==> src/rtl/rxf_pkg.sv <==
// Shared constants for the receive noise filter.
// Assumes: a single filter clock and a synchronous active-low reset.
package rxf_pkg;
    parameter int unsigned RXF_CNT_W       = 4;
    parameter int unsigned RXF_SYNC_STAGES = 2;
endpackage

==> src/rtl/rxf_sync.sv <==
// Synchronizer chain followed by the rising-edge sampling register.
// Assumes: the line idles high, so every stage resets to 1.
module rxf_sync #(
    parameter int unsigned STAGES = rxf_pkg::RXF_SYNC_STAGES
) (
    input  logic clk,
    input  logic rst_n,
    input  logic line_in,
    output logic sample_o
);
    logic [STAGES-1:0] chain_q;
    logic              sample_q;

    genvar g;
    generate
        for (g = 0; g < STAGES; g++) begin : g_stage
            if (g == 0) begin : g_first
                // First stage: capture the raw asynchronous line.
                always_ff @(posedge clk) begin
                    if (!rst_n) chain_q[0] <= 1'b1;
                    else        chain_q[0] <= line_in;
                end
            end else begin : g_next
                // Later stages: pass the bit one stage further along the chain.
                always_ff @(posedge clk) begin
                    if (!rst_n) chain_q[g] <= 1'b1;
                    else        chain_q[g] <= chain_q[g-1];
                end
            end
        end
    endgenerate

    // Sampling register: holds the bit that steers the next count step.
    always_ff @(posedge clk) begin
        if (!rst_n) sample_q <= 1'b1;
        else        sample_q <= chain_q[STAGES-1];
    end

    assign sample_o = sample_q;
endmodule

==> src/rtl/rxf_integ.sv <==
// Saturating up/down integrator that moves one step on each falling edge.
// Assumes: sample_i is stable around the falling edge (it changes on rising edges).
module rxf_integ #(
    parameter int unsigned CNT_W = rxf_pkg::RXF_CNT_W
) (
    input  logic             clk,
    input  logic             rst_n,
    input  logic             sample_i,
    output logic [CNT_W-1:0] count_o
);
    localparam logic [CNT_W-1:0] CNT_TOP = {CNT_W{1'b1}};
    localparam logic [CNT_W-1:0] CNT_BOT = '0;

    logic [CNT_W-1:0] cnt_q;
    logic [CNT_W-1:0] cnt_d;

    // Next count: step toward the sampled level, clamped at both end points.
    always_comb begin
        cnt_d = cnt_q;
        if (sample_i) begin
            if (cnt_q != CNT_TOP) cnt_d = cnt_q + 1'b1;
        end else begin
            if (cnt_q != CNT_BOT) cnt_d = cnt_q - 1'b1;
        end
    end

    // Counter register: updated on the falling edge; reset loads full scale.
    always_ff @(negedge clk) begin
        if (!rst_n) cnt_q <= CNT_TOP;
        else        cnt_q <= cnt_d;
    end

    assign count_o = cnt_q;
endmodule

==> src/rtl/rxf_latch.sv <==
// Hysteresis latch: sets at full scale, clears at zero, holds otherwise.
// It also produces a one-cycle strobe on every change of its output.
// Assumes: count_i changes only on falling edges.
module rxf_latch #(
    parameter int unsigned CNT_W = rxf_pkg::RXF_CNT_W
) (
    input  logic             clk,
    input  logic             rst_n,
    input  logic [CNT_W-1:0] count_i,
    output logic             filt_o,
    output logic             pulse_o
);
    localparam logic [CNT_W-1:0] CNT_TOP = {CNT_W{1'b1}};
    localparam logic [CNT_W-1:0] CNT_BOT = '0;

    logic filt_q;
    logic filt_d;
    logic pulse_q;

    // Next latch value: decided only at an end point.
    always_comb begin
        filt_d = filt_q;
        if (count_i == CNT_TOP)      filt_d = 1'b1;
        else if (count_i == CNT_BOT) filt_d = 1'b0;
    end

    // Latch and strobe registers, on the rising edge.
    always_ff @(posedge clk) begin
        if (!rst_n) begin
            filt_q  <= 1'b1;
            pulse_q <= 1'b0;
        end else begin
            filt_q  <= filt_d;
            pulse_q <= (filt_d != filt_q);
        end
    end

    assign filt_o  = filt_q;
    assign pulse_o = pulse_q;
endmodule

==> src/rtl/rxf_noise_filter.sv <==
// Top of the receive noise filter: synchronizer, integrator, hysteresis latch.
// Assumes: line_in is asynchronous; rst_n is synchronous to clk.
module rxf_noise_filter #(
    parameter int unsigned CNT_W       = rxf_pkg::RXF_CNT_W,
    parameter int unsigned SYNC_STAGES = rxf_pkg::RXF_SYNC_STAGES
) (
    input  logic             clk,
    input  logic             rst_n,
    input  logic             line_in,
    output logic             filt_out,
    output logic [CNT_W-1:0] count_out,
    output logic             edge_pulse
);
    logic             sample;
    logic [CNT_W-1:0] count;

    rxf_sync #(.STAGES(SYNC_STAGES)) u_sync (
        .clk      (clk),
        .rst_n    (rst_n),
        .line_in  (line_in),
        .sample_o (sample)
    );

    rxf_integ #(.CNT_W(CNT_W)) u_integ (
        .clk      (clk),
        .rst_n    (rst_n),
        .sample_i (sample),
        .count_o  (count)
    );

    rxf_latch #(.CNT_W(CNT_W)) u_latch (
        .clk      (clk),
        .rst_n    (rst_n),
        .count_i  (count),
        .filt_o   (filt_out),
        .pulse_o  (edge_pulse)
    );

    assign count_out = count;
endmodule

==> config.mk <==
export PLATFORM = sky130hd
export DESIGN_NAME = rxf_noise_filter
export DESIGN_NICKNAME = d
export VERILOG_FILES = /design/src/rtl/rxf_pkg.sv /design/src/rtl/rxf_sync.sv /design/src/rtl/rxf_integ.sv /design/src/rtl/rxf_latch.sv /design/src/rtl/rxf_noise_filter.sv
export SDC_FILE = /design/constraint.sdc
export NUM_CORES = 1
export LEC_CHECK = 0
export BUFFER_PORTS_ARGS = -buffer_cell sky130_fd_sc_hd__buf_4
export CAP_MARGIN = 20
export CORE_AREA = 2 2 39 41
export DETAILED_ROUTE_END_ITERATION = 16
export DIE_AREA = 0 0 41 43
export PLACE_DENSITY_LB_ADDON = 0.15
export SYNTH_ARGS = -nofsm -noshare
export SYNTH_HDL_FRONTEND = slang
export SYNTH_HIERARCHICAL = 1
export SYNTH_SLANG_ARGS = --single-unit
==> constraint.sdc <==
create_clock -name clk -period 2.2 [get_ports clk]
set_input_delay 0.11 -clock clk [delete_from_list [all_inputs] [get_ports clk]]
set_output_delay 0.11 -clock clk [all_outputs]
set_load 0.01 [all_outputs]
# Word level (Yosys, flattened, before mapping)
# Index checks and enable logic that the tools add are counted.
# word_totals
register_bits,9
latch_bits,0
ramBits,0
mem_bits_ro,0
inputBits,3
elab_cells,21
mem_count,0
# op_classes
n_addsub,2
n_mul,0
n_div,0
order_cmp,0
eq_ne,4
shift,0
muxes,5
n_bitwise,0
n_reduce_logical,4
# op_table
cell,count
4-bit 2-to-1 mux,3
4-bit by 1-bit adder with 4-bit output (second input constant),1
4-bit equality test (second input constant),1
4-bit zero test,1
4-bit inequality test (second input constant),1
4-bit nonzero test,1
4-bit by 1-bit subtractor with 4-bit output (second input constant),1
1-bit 2-to-1 mux,2
2-bit by 1-bit inequality test with 1-bit output (second input constant),1
2-bit AND reduction,1
2-bit nonzero test,1
1-bit inequality test,1

# Depth between registers and ports, before layout
# logic_depth
depth_word,4
depth_mapped,5
depth_no_buf,5

# Hierarchy
# The synthesis kept the hierarchy.
# modules_own_cells
module,instances,cells_each,area_each_um2,seq_area_each_um2
rxf_integ,1,26,255.2,80.1
rxf_latch,1,10,98.8,40.0
rxf_sync,1,6,78.8,60.1

==> metrics.txt <==
# TYPE chip_impl_metric gauge
chip_impl_metric{name="chipWidth",unit="microns"} 41
chip_impl_metric{name="share_seq_of_total_power",unit="%"} 30.2
chip_impl_info{name="tritoncts_clock_tree",value="yes"} 1
chip_impl_metric{name="die_y",unit="microns"} 43
chip_impl_metric{name="clk_pin_slew",unit="ns"} 0.06
chip_impl_metric{name="skew",unit="ns"} 0.0583
chip_impl_metric{name="clock_latency",unit="ns"} 0.32
chip_impl_info{name="synth_top_family_by_area",value="simple AND/OR/NAND/NOR gates"} 1
chip_impl_metric{name="design_internal_power",unit="uW"} 532
chip_impl_metric{name="number_of_design_rule_violations_left_after_detail_routing",unit=""} 0
chip_impl_metric{name="synth_top_area_share",unit="%"} 41.6
chip_impl_metric{name="synth_edf_count",unit=""} 0
chip_impl_metric{name="power.switching",unit="uW"} 329
chip_impl_metric{name="cts.sink_count",unit=""} 9
chip_impl_info{name="unrepaired_setup_endpoints_after_global_routing",value="true"} 1
chip_impl_metric{name="fill_cells",unit=""} 122
chip_impl_metric{name="nets",unit=""} 68
chip_impl_info{name="synth_largest_area_cell",value="sky130_fd_sc_hd__dfxtp_1"} 1
chip_impl_info{name="hold_path_class",value="primary input to register"} 1
chip_impl_metric{name="cts.hold.buffers_added",unit=""} 0
chip_impl_metric{name="gp_congestion",unit=""} 0.736
chip_impl_metric{name="cts.path.max_buffers",unit=""} 2
chip_impl_info{name="clock_tree.root_cell",value="sky130_fd_sc_hd__clkbuf_4"} 1
chip_impl_metric{name="fin_tns_setup",unit="ns"} -0.135
chip_impl_metric{name="diodes",unit=""} 0
chip_impl_metric{name="numCtsBuffers",unit=""} 3
chip_impl_metric{name="pwr-share-comb",unit="%"} 48.4
chip_impl_metric{name="first_global_vias",unit=""} 359
chip_impl_metric{name="share_clk_of_total_power",unit="%"} 21.4
chip_impl_metric{name="vias",unit=""} 409
chip_impl_metric{name="synth.yosys.seq_area_share",unit="%"} 41.6
chip_impl_metric{name="ctsHtreeMaxLevel",unit=""} 1
chip_impl_metric{name="starting_density_of_the_core",unit="%"} 31.3
chip_impl_metric{name="timing.critical_path.arrival",unit="ns"} 1.36
chip_impl_info{name="synth.top_cells.by_area",value="sky130_fd_sc_hd__dfxtp_1 42%, sky130_fd_sc_hd__ha_1 5.8%, sky130_fd_sc_hd__mux2i_4 5.2%"} 1
chip_impl_metric{name="layout-drive-gt1-share",unit="%"} 54.1
chip_impl_metric{name="detail_route.wl_per_cell",unit="microns"} 12.9
chip_impl_info{name="start_kind",value="register"} 1
chip_impl_metric{name="grt_antenna_before_repair",unit=""} 0
chip_impl_info{name="synthFlopType",value="sky130_fd_sc_hd__dfxtp_1"} 1
chip_impl_metric{name="grtUsageTotal",unit="%"} 13.1
chip_impl_metric{name="critical_path.max_stage_delay",unit="ns"} 0.45
chip_impl_metric{name="place.detailed.instances",unit=""} 69
chip_impl_info{name="violations",value="setup timing"} 1
chip_impl_metric{name="timing_worst_slew_pin_value",unit="ns"} 0.252
chip_impl_info{name="worstPathCellList",value="or4_4 > mux2i_4 > o31ai_4"} 1
chip_impl_metric{name="highest_fanout_seen_on_the_critical_path",unit=""} 4
chip_impl_metric{name="area_share_of_and_or_nand_nor_cells_after_synthesis",unit="%"} 19.4
chip_impl_metric{name="power_density",unit="nW/um^2"} 1260
chip_impl_metric{name="detailedPlace.worstSlack",unit="ns"} -0.173
chip_impl_info{name="setup.worst_path.class",value="register to register"} 1
chip_impl_metric{name="syn_avg_cell_area",unit="sq um"} 10.3
chip_impl_metric{name="synthXorXnorAreaFrac",unit="%"} 4.05
chip_impl_metric{name="post_synth_fa_ha_maj_area_fraction",unit="%"} 10.4
chip_impl_metric{name="area.growth.synth_to_final",unit="%"} 58.1
chip_impl_metric{name="power_leakage",unit="uW"} 0.000279
chip_impl_metric{name="drt_pre_antenna_iters",unit=""} 4
chip_impl_metric{name="layoutNonFillerInstCount",unit=""} 77
chip_impl_metric{name="synth.cell_area",unit="sq um"} 433
chip_impl_metric{name="maximum_number_of_pins_on_one_net_before_global_route_repair",unit=""} 10
chip_impl_metric{name="cp_data_required_time",unit="ns"} 1.30
chip_impl_info{name="outcome",value="finished with violations"} 1
chip_impl_metric{name="power.switching_fraction",unit="%"} 38.2
chip_impl_info{name="slowest_stage",value="sky130_fd_sc_hd__or4_4"} 1
chip_impl_metric{name="first_pass_grt_wire_length",unit="microns"} 1470
chip_impl_metric{name="pins_over_slew_limit",unit=""} 0
chip_impl_metric{name="ffs_latches_synth",unit=""} 9
chip_impl_info{name="cp-end-kind",value="register"} 1
chip_impl_metric{name="r2r_setup_slack",unit="ns"} -0.06
chip_impl_metric{name="area_of_the_die",unit="sq um"} 1760
chip_impl_metric{name="synth_warnings",unit=""} 6
chip_impl_metric{name="setup_violations",unit=""} 4
chip_impl_metric{name="synth_nets",unit=""} 48
chip_impl_metric{name="synth_compound_gate_area_share",unit="%"} 15.9
chip_impl_metric{name="portbufs",unit=""} 8
chip_impl_metric{name="detail-route-antenna-nets",unit=""} 0
chip_impl_metric{name="timing.max_cap.violations",unit=""} 0
chip_impl_metric{name="max-slew-margin-rel",unit="%"} 83.1
chip_impl_metric{name="number_of_hold_violations_in_the_final_report",unit=""} 0
chip_impl_metric{name="netlist_instances",unit=""} 42
chip_impl_metric{name="grt_overflow",unit=""} 0
chip_impl_metric{name="detailedRoute.firstIterationViolations",unit=""} 4
chip_impl_metric{name="synth_cell_type_count",unit=""} 26
chip_impl_metric{name="finalWirelength",unit="microns"} 994
chip_impl_metric{name="ys_async_sr_fraction",unit="%"} 0
chip_impl_info{name="most-common-layout-cells",value="12 x sky130_fd_sc_hd__buf_4, 6 x sky130_fd_sc_hd__inv_1, 6 x sky130_fd_sc_hd__dfxtp_1, 3 x sky130_fd_sc_hd__clkbuf_4, 3 x sky130_fd_sc_hd__nand2b_1"} 1
chip_impl_metric{name="dp.final_hpwl",unit="microns"} 665
chip_impl_info{name="mostFrequentLayoutCell",value="sky130_fd_sc_hd__buf_4"} 1
chip_impl_metric{name="detail_routed_via_count_per_cell",unit=""} 5.31
chip_impl_metric{name="vdd.ir_drop.worst",unit="mV"} 0.540
chip_impl_metric{name="worst_slack",unit="ns"} -0.0643
chip_impl_metric{name="floorplan_core_area",unit="sq um"} 1380
chip_impl_metric{name="synth.mux.area_fraction",unit="%"} 5.20
chip_impl_metric{name="rows",unit=""} 14
chip_impl_metric{name="floorplan.io_pins",unit=""} 9
chip_impl_metric{name="power.total",unit="uW"} 860
[repair_timing]
action / CTS / global route
buffers inserted: 0 / 1
gates resized for setup: 9 / 9
pin swaps: 4 / 5
setup endpoints to repair: 5 / 5
[state kept, by name (all words and copies together), names as in the netlist]
| signal | cells |
|---|---|
| u_integ/count_o | 4 |
| u_latch/filt_o | 1 |
| u_latch/pulse_o | 1 |
| u_sync/chain_q | 2 |
| u_sync/sample_o | 1 |
[logic make-up after synthesis]
| logic type | after synthesis |
|---|---|
| flops | 9 |
| mux | 1 |
| xor+xnor | 2 |
| compound gates | 10 |
| fa+ha+maj | 3 |
| simple gates | 13 |
| buf+inv | 4 |
[worst max-delay path: cells and delay by family (launching register included)]
family	cells	cell delay, ns
flip-flops	1	0.37
AND/OR/NAND/NOR	1	0.45
multiplexers	1	0.19
AO/OA/AOI/OAI	1	0.09
[layout make-up]
type	count	area (sq um)	share of cell area [%]
multi-input combinational	29	320	46.8
sequential	9	186	27.2
clock buffer	4	36.3	5.30
tap	16	20.0	2.93
timing repair buffer	12	90.1	13.2
inverter	3	16.3	2.38
clock inverter	4	15.0	2.19
[synthesized netlist by cell type (all sizes together), types with 2 or more instances]
cell type	instances
a21oi	2
ha	2
o21ai	3
dfxtp	9
nand2b	3
inv	4
[through the flow]
stage	hold slack, ns	util (%)	instance area, sq um
floorplan	0.183	-	447
global route	0.0396	49.5	684
finish	0.0309	49.5	684
detailed placement	0.307	39.7	549
CTS	0.0337	45.7	632
global placement	0.302	39.7	549
[routing by layer]
layer	GRT usage, %	routed length, microns	up-vias
met5	0	0	-
met4	4.00	0	0
met3	7.85	80	0
met2	20.6	517	15
met1	14.1	396	203
li1	-	-	191
[power by group through the flow]
| stage | Sequential (uW) | Clock [uW] | Combinational, uW |
|---|---|---|---|
| floorplan | 268 | 14.2 | 162 |
| global placement | 254 | 14.2 | 287 |
| detailed placement | 257 | 14.2 | 295 |
| CTS | 260 | 187 | 327 |
| global route | 268 | 199 | 441 |
| finish | 260 | 184 | 416 |
[worst paths after layout]
| check | from | to | cells after the start |
|---|---|---|---|
| setup / recovery | u_sync/sample_o | u_integ/count_o[3] | 3 |
| hold / removal | line_in | u_sync/chain_q[0] | 2 |
| hold reg to reg | u_sync/chain_q[1] | u_sync/sample_o | 1 |
| setup reg to reg | u_sync/sample_o | u_integ/count_o[3] | 3 |
Note: power is estimated with default switching activity, not from simulation.
